File: src/rtl/crc_pkg.sv
package crc_pkg;
  localparam int unsigned BYTE_W = 8;
  localparam int unsigned CNT_W  = $clog2(BYTE_W + 1);
  typedef logic [BYTE_W-1:0] byte_t;
  typedef logic [CNT_W-1:0]  cnt_t;
endpackage

File: src/rtl/crc_bit_sequencer.sv
module crc_bit_sequencer
  import crc_pkg::*;
(
  input  logic  clk_i,
  input  logic  rst_ni,
  input  logic  clear_i,
  input  logic  valid_i,
  input  byte_t data_i,
  output logic  busy_o,
  output logic  shift_o,
  output logic  bit_o
);
  byte_t shreg_q;
  cnt_t  cnt_q;
  logic  accept;

  assign busy_o  = (cnt_q != '0);
  assign accept  = valid_i && !busy_o && !clear_i;
  assign shift_o = busy_o && !clear_i;
  assign bit_o   = shreg_q[BYTE_W-1];

  always_ff @(posedge clk_i or negedge rst_ni) begin
    if (!rst_ni) begin
      shreg_q <= '0;
      cnt_q   <= '0;
    end else if (clear_i) begin
      cnt_q   <= '0;
    end else if (accept) begin
      shreg_q <= data_i;
      cnt_q   <= cnt_t'(BYTE_W);
    end else if (busy_o) begin
      shreg_q <= {shreg_q[BYTE_W-2:0], 1'b0};
      cnt_q   <= cnt_q - cnt_t'(1);
    end
  end


  accept_busy_chk: assert property (@(posedge clk_i) disable iff (!rst_ni)
    (valid_i && !busy_o && !clear_i) |=> busy_o);


  busy_no_reload_chk: assert property (@(posedge clk_i) disable iff (!rst_ni)
    (busy_o && !clear_i) |=> (shreg_q == {$past(shreg_q[BYTE_W-2:0]), 1'b0}));
endmodule

File: src/rtl/crc_lfsr_reg.sv
module crc_lfsr_reg #(
  parameter int unsigned      CRC_W = 8,
  parameter logic [CRC_W-1:0] TAPS  = 8'h4D
) (
  input  logic             clk_i,
  input  logic             rst_ni,
  input  logic             clear_i,
  input  logic [CRC_W-1:0] seed_i,
  input  logic             shift_i,
  input  logic             bit_i,
  output logic [CRC_W-1:0] crc_o
);
  logic [CRC_W-1:0] crc_q, crc_d;
  logic             fb;

  assign fb = crc_q[CRC_W-1] ^ bit_i;

  assign crc_d[0] = fb & TAPS[0];
  for (genvar i = 1; i < CRC_W; i++) begin : g_stage
    assign crc_d[i] = crc_q[i-1] ^ (fb & TAPS[i]);
  end

  always_ff @(posedge clk_i or negedge rst_ni) begin
    if (!rst_ni)      crc_q <= '0;
    else if (clear_i) crc_q <= seed_i;
    else if (shift_i) crc_q <= crc_d;
  end

  assign crc_o = crc_q;


  seed_load_chk: assert property (@(posedge clk_i) disable iff (!rst_ni)
    clear_i |=> (crc_o == $past(seed_i)));


  idle_hold_chk: assert property (@(posedge clk_i) disable iff (!rst_ni)
    (!clear_i && !shift_i) |=> $stable(crc_o));
endmodule

File: src/rtl/crc_match_unit.sv
module crc_match_unit #(
  parameter int unsigned CRC_W = 8
) (
  input  logic             clk_i,
  input  logic             rst_ni,
  input  logic             clear_i,
  input  logic             eom_i,
  input  logic             busy_i,
  input  logic [CRC_W-1:0] crc_i,
  input  logic [CRC_W-1:0] rx_crc_i,
  output logic             done_o,
  output logic             match_o
);
  logic fire;
  assign fire = eom_i && !busy_i && !clear_i;

  always_ff @(posedge clk_i or negedge rst_ni) begin
    if (!rst_ni) begin
      done_o  <= 1'b0;
      match_o <= 1'b0;
    end else if (clear_i) begin
      done_o  <= 1'b0;
      match_o <= 1'b0;
    end else begin
      done_o <= fire;
      if (fire) match_o <= (crc_i == rx_crc_i);
    end
  end


  eom_done_chk: assert property (@(posedge clk_i) disable iff (!rst_ni)
    fire |=> done_o);


  busy_no_done_chk: assert property (@(posedge clk_i) disable iff (!rst_ni)
    (busy_i && !clear_i) |=> !done_o);


  clear_match_chk: assert property (@(posedge clk_i) disable iff (!rst_ni)
    clear_i |=> (!match_o && !done_o));
endmodule

File: src/rtl/crc_serial_engine.sv
module crc_serial_engine
  import crc_pkg::*;
#(
  parameter int unsigned      CRC_W = 8,
  parameter logic [CRC_W-1:0] POLY  = 8'hA6
) (
  input  logic             clk_i,
  input  logic             rst_ni,
  input  logic             start_i,
  input  logic [CRC_W-1:0] seed_i,
  input  logic             valid_i,
  input  logic [7:0]       data_i,
  input  logic             eom_i,
  input  logic [CRC_W-1:0] rx_crc_i,
  output logic             busy_o,
  output logic [CRC_W-1:0] crc_o,
  output logic             done_o,
  output logic             match_o
);
  // implied x^0 term becomes tap 0, explicit top term drops out
  localparam logic [CRC_W-1:0] TAPS = {POLY[CRC_W-2:0], 1'b1};

  logic shift, bit_in;

  crc_bit_sequencer i_seq (
    .clk_i   (clk_i),
    .rst_ni  (rst_ni),
    .clear_i (start_i),
    .valid_i (valid_i),
    .data_i  (data_i),
    .busy_o  (busy_o),
    .shift_o (shift),
    .bit_o   (bit_in)
  );

  crc_lfsr_reg #(.CRC_W(CRC_W), .TAPS(TAPS)) i_lfsr (
    .clk_i   (clk_i),
    .rst_ni  (rst_ni),
    .clear_i (start_i),
    .seed_i  (seed_i),
    .shift_i (shift),
    .bit_i   (bit_in),
    .crc_o   (crc_o)
  );

  crc_match_unit #(.CRC_W(CRC_W)) i_match (
    .clk_i    (clk_i),
    .rst_ni   (rst_ni),
    .clear_i  (start_i),
    .eom_i    (eom_i),
    .busy_i   (busy_o),
    .crc_i    (crc_o),
    .rx_crc_i (rx_crc_i),
    .done_o   (done_o),
    .match_o  (match_o)
  );
endmodule

File: config.mk
export PLATFORM = sky130hd
export DESIGN_NAME = crc_serial_engine
export DESIGN_NICKNAME = d
export VERILOG_FILES = /design/src/rtl/crc_pkg.sv /design/src/rtl/crc_bit_sequencer.sv /design/src/rtl/crc_lfsr_reg.sv /design/src/rtl/crc_match_unit.sv /design/src/rtl/crc_serial_engine.sv
export SDC_FILE = /design/constraint.sdc
export NUM_CORES = 1
export LEC_CHECK = 0
export ABC_AREA = 1
export CORE_AREA = 4 4 70 72
export CTS_CLUSTER_SIZE = 12
export DETAILED_ROUTE_END_ITERATION = 10
export DIE_AREA = 0 0 74 76
export GPL_TIMING_DRIVEN = 0
export SYNTH_ARGS = -nofsm -noshare
export SYNTH_HDL_FRONTEND = slang
export SYNTH_SLANG_ARGS = --single-unit
File: constraint.sdc
create_clock -name clk_i -period 4.1 [get_ports clk_i]
set_clock_uncertainty 0.1 [all_clocks]
set_input_delay 0.82 -clock clk_i [delete_from_list [all_inputs] [get_ports clk_i]]
set_output_delay 0.82 -clock clk_i [all_outputs]
set_load 0.03 [all_outputs]
==> results of run 1 <==
==> metrics by stage <==
stage	setup WS, ps	std cells	power, mW	hold slack (ps)	cell area (um^2)
after floorplan	2370	158	0.765	344	1250
after global placement	1750	249	0.965	358	1700
after detailed placement	1760	249	0.974	360	1700
after CTS	1450	252	1.11	382	1740
after global routing	1380	252	1.19	403	1740
final	1470	252	1.10	377	1740
==> path summary, 6_finish.rpt <==
kind | slack [ps] | from | to | depth (start not counted)
setup reg to reg | 2460 | i_seq.cnt_q[0] | i_seq.shreg_q[7] | 9
setup / recovery | 1470 | i_seq.cnt_q[0] | busy_o | 4
hold / removal | 380 | i_seq.shreg_q[5] | i_seq.shreg_q[5] | 2
max in group asynchronous | 2260 | rst_ni | i_match.done_o | 1
hold reg to reg | 380 | i_seq.shreg_q[5] | i_seq.shreg_q[5] | 2
min in group asynchronous | 1020 | rst_ni | i_lfsr.crc_o[6] | 1
==> worst min-delay path, delay by kind of cell (launching register included) <==
family           cells  cell delay, ps
DFF                  1             340
and+or+nand+nor      2             100
==> power by group through the flow <==
stage          clock network, mW  logic (mW)  registers (mW)
2_1_floorplan                  0       0.321           0.444
3_3_place_gp                   0       0.585           0.380
3_5_place_dp                   0       0.592           0.382
4_1_cts                    0.141       0.595           0.379
5_1_grt                    0.146       0.655           0.390
6_report                   0.135       0.584           0.377
==> layout make-up <==
class | count | share of cell area (%)
Buffer | 2 | 0.933
Clock buffer | 3 | 2.37
Inverter | 21 | 4.59
Multi-Input combinational cell | 113 | 34.4
Sequential cell | 22 | 31.6
Tap cell | 52 | 3.73
Timing Repair Buffer | 39 | 22.4
==> cell usage after synthesis (2+ instances only) <==
cell type	number	share of area, %
nand2_1	58	17
dfrtp_1	22	44
inv_1	19	5.7
o21ai_0	11	4.4
nand3_1	8	3.2
nor2_1	6	1.8
xnor2_1	6	4.2
nand2_2	4	2.0
o211ai_1	4	2.4
a21oi_1	2	0.80
a22oi_2	2	2.0
nor2_2	2	1.0
o21ai_2	2	1.4
xor2_1	2	1.4
==> per-layer routing <==
| metal | track usage [%] | part of all wire, % |
|---|---|---|
| met1 | 15.2 | 46 |
| met2 | 18.9 | 44 |
| met3 | 2.64 | 8.8 |
| met4 | 3.44 | 1.1 |
| met5 | 0 | 0 |
==> cell families after synthesis <==
| family | count (synthesis) | share of synthesized area [%] |
|---|---|---|
| buffers and inverters | 23 | 7.73 |
| AO/OA/AOI/OAI | 22 | 12.0 |
| XOR/XNOR | 8 | 5.62 |
| AND/OR/NAND/NOR | 82 | 29.4 |
| flip-flops | 22 | 44.2 |
| adder cells (fa/ha/maj) | 1 | 1.00 |
==> flip-flops by register name, summed over array words and instances, names as in the netlist <==
register,cells
i_seq.cnt_q,4
i_lfsr.crc_o,8
i_match.done_o,1
i_match.match_o,1
i_seq.shreg_q,8
==> qor.yml, run 1 <==
finish:
  multiInputGateArea_um2: 599
  nets: 232
  utilization_pct: 40.6
  drive_gt1_share_pct: 11.0
  num_antenna_cells: 0
  fillers: 457
  area_growth_pct: 39.9
  final_cell_mix: "58 x nand2_1, 39 x clkdlybuf4s50_1, 22 x dfrtp_1, 19 x inv_1, 11 x o21ai_0"
  final_common_cell: "nand2_1"
  final-seq-area_um2: 551
sta:
  fin_crit_ps: 2630
  drv_slew: 0
  maxSlewHeadroom_pct: 31.2
  finalSetupTns_ps: 0
  tightestPinTransition_ps: 1030
  rsz0062_at_grt: "false"
  timing.fmax_ghz: 0.380
  hold_viol: 0
  setup_violations: 0
  finalCritPeriodShare_pct: 64.1
job:
  maxCapViolCount: 0
cts:
  ctsResizeCount: 0
  clk_path_buf_depth: 2
  postCtsHoldBufs: 0
  cts_root_buffer: "clkbuf_8"
  post_cts_buffers: 0
  cts_max_level: 1
  cts_buffers: 3
  worstSkewPairLatency_ps: 260
  path_clk_slew_ps: 80
  clkSinkCount: 22
  cts_tree: "done"
worst_setup_path:
  path_buf_inv: 2
  cp_cell_sequence: "inv_1, ha_1, nand2_2, clkdlybuf4s50_1"
  cp_slowest_stage_delay_ps: 680
  cp.required_ps: 3180
  start_kind: "flop"
  critPathArrivalTime_ps: 1710
  path_delay_family: "buffers and inverters"
  critPathKind: "reg2out"
  end_kind: "output pin"
  cp_max_fo: 4
  cpMaxStageDelayCell: "clkdlybuf4s50_1"
die:
  die_h_um: 76
  die-area_um2: 5620
  start_util_pct: 29.0
  fp.dieW_um: 74
  num_io_pins: 40
  std_cell_rows: 24
  core_um2: 4290
logic_synthesis:
  synth_edf_count: 0
  mappedNetlistArea_um2: 1250
  synth_warnings: 0
  syn_inst: 158
  syn-num-nets: 188
  ys_seq_area_share_pct: 44.2
  synth_area_per_cell_um2: 7.89
  synth-seq-cells: 22
  synth_top_flop_cell: "dfrtp_1"
  async_flop_share_pct: 100
  ys_types: 24
routing:
  num_vias: 1130
  post_drt_via_cell_ratio: 4.48
  ant_nets: 0
  wirelength_um: 3060
  first_iter_violations: 55
  post-route-drc-count: 0
  routedWlPerCell_um: 12.1
  first_pass_iters: 5
pwr:
  intPower_uw: 610
  swShare_pct: 44.4
  p_switching_uw: 487
  pwr-share-comb_pct: 53.3
  power_density_nw_per_um2: 629
  leakage_nw: 0.849
  pwr-share-seq_pct: 34.4
  p_clk_share_pct: 12.3
  ir_worst_vdd_mv: 0.329
placed_design:
  dp_hpwl_um: 2350
  gp_congestion: 0.772
  place.port_buffers: 39
grt:
  grt.overflow.total: 0
  grt_pass1_wl_um: 5240
  antenna_found_initial: 0
  track_usage_pct: 11.6
  grt_pass1_vias: 1182
  grt_start_max_net_pins: 23
run_status:
  outcome: "completed"
min_path:
  hp-class: "reg2reg"
Note: power is estimated with default switching activity, not from simulation.
==> run 2: changes to the inputs <==
==> constraint.sdc (replaced) <==
create_clock -name clk_i -period 2.66 [get_ports clk_i]
set_clock_uncertainty 0.1 [all_clocks]
set_input_delay 0.532 -clock clk_i [delete_from_list [all_inputs] [get_ports clk_i]]
set_output_delay 0.532 -clock clk_i [all_outputs]
set_load 0.03 [all_outputs]
==> results of run 2 <==
Same layout as run 1 (identical final DEF). Status: completed.
Main changes from that run: setup slack after placement 1760 ps -> 603 ps; setup slack after layout 1470 ps -> 318 ps; register-to-register setup slack 2460 ps -> 1020 ps; total power 1.10 mW -> 1.69 mW; worst IR drop on VDD 0.329 mV -> 0.506 mV
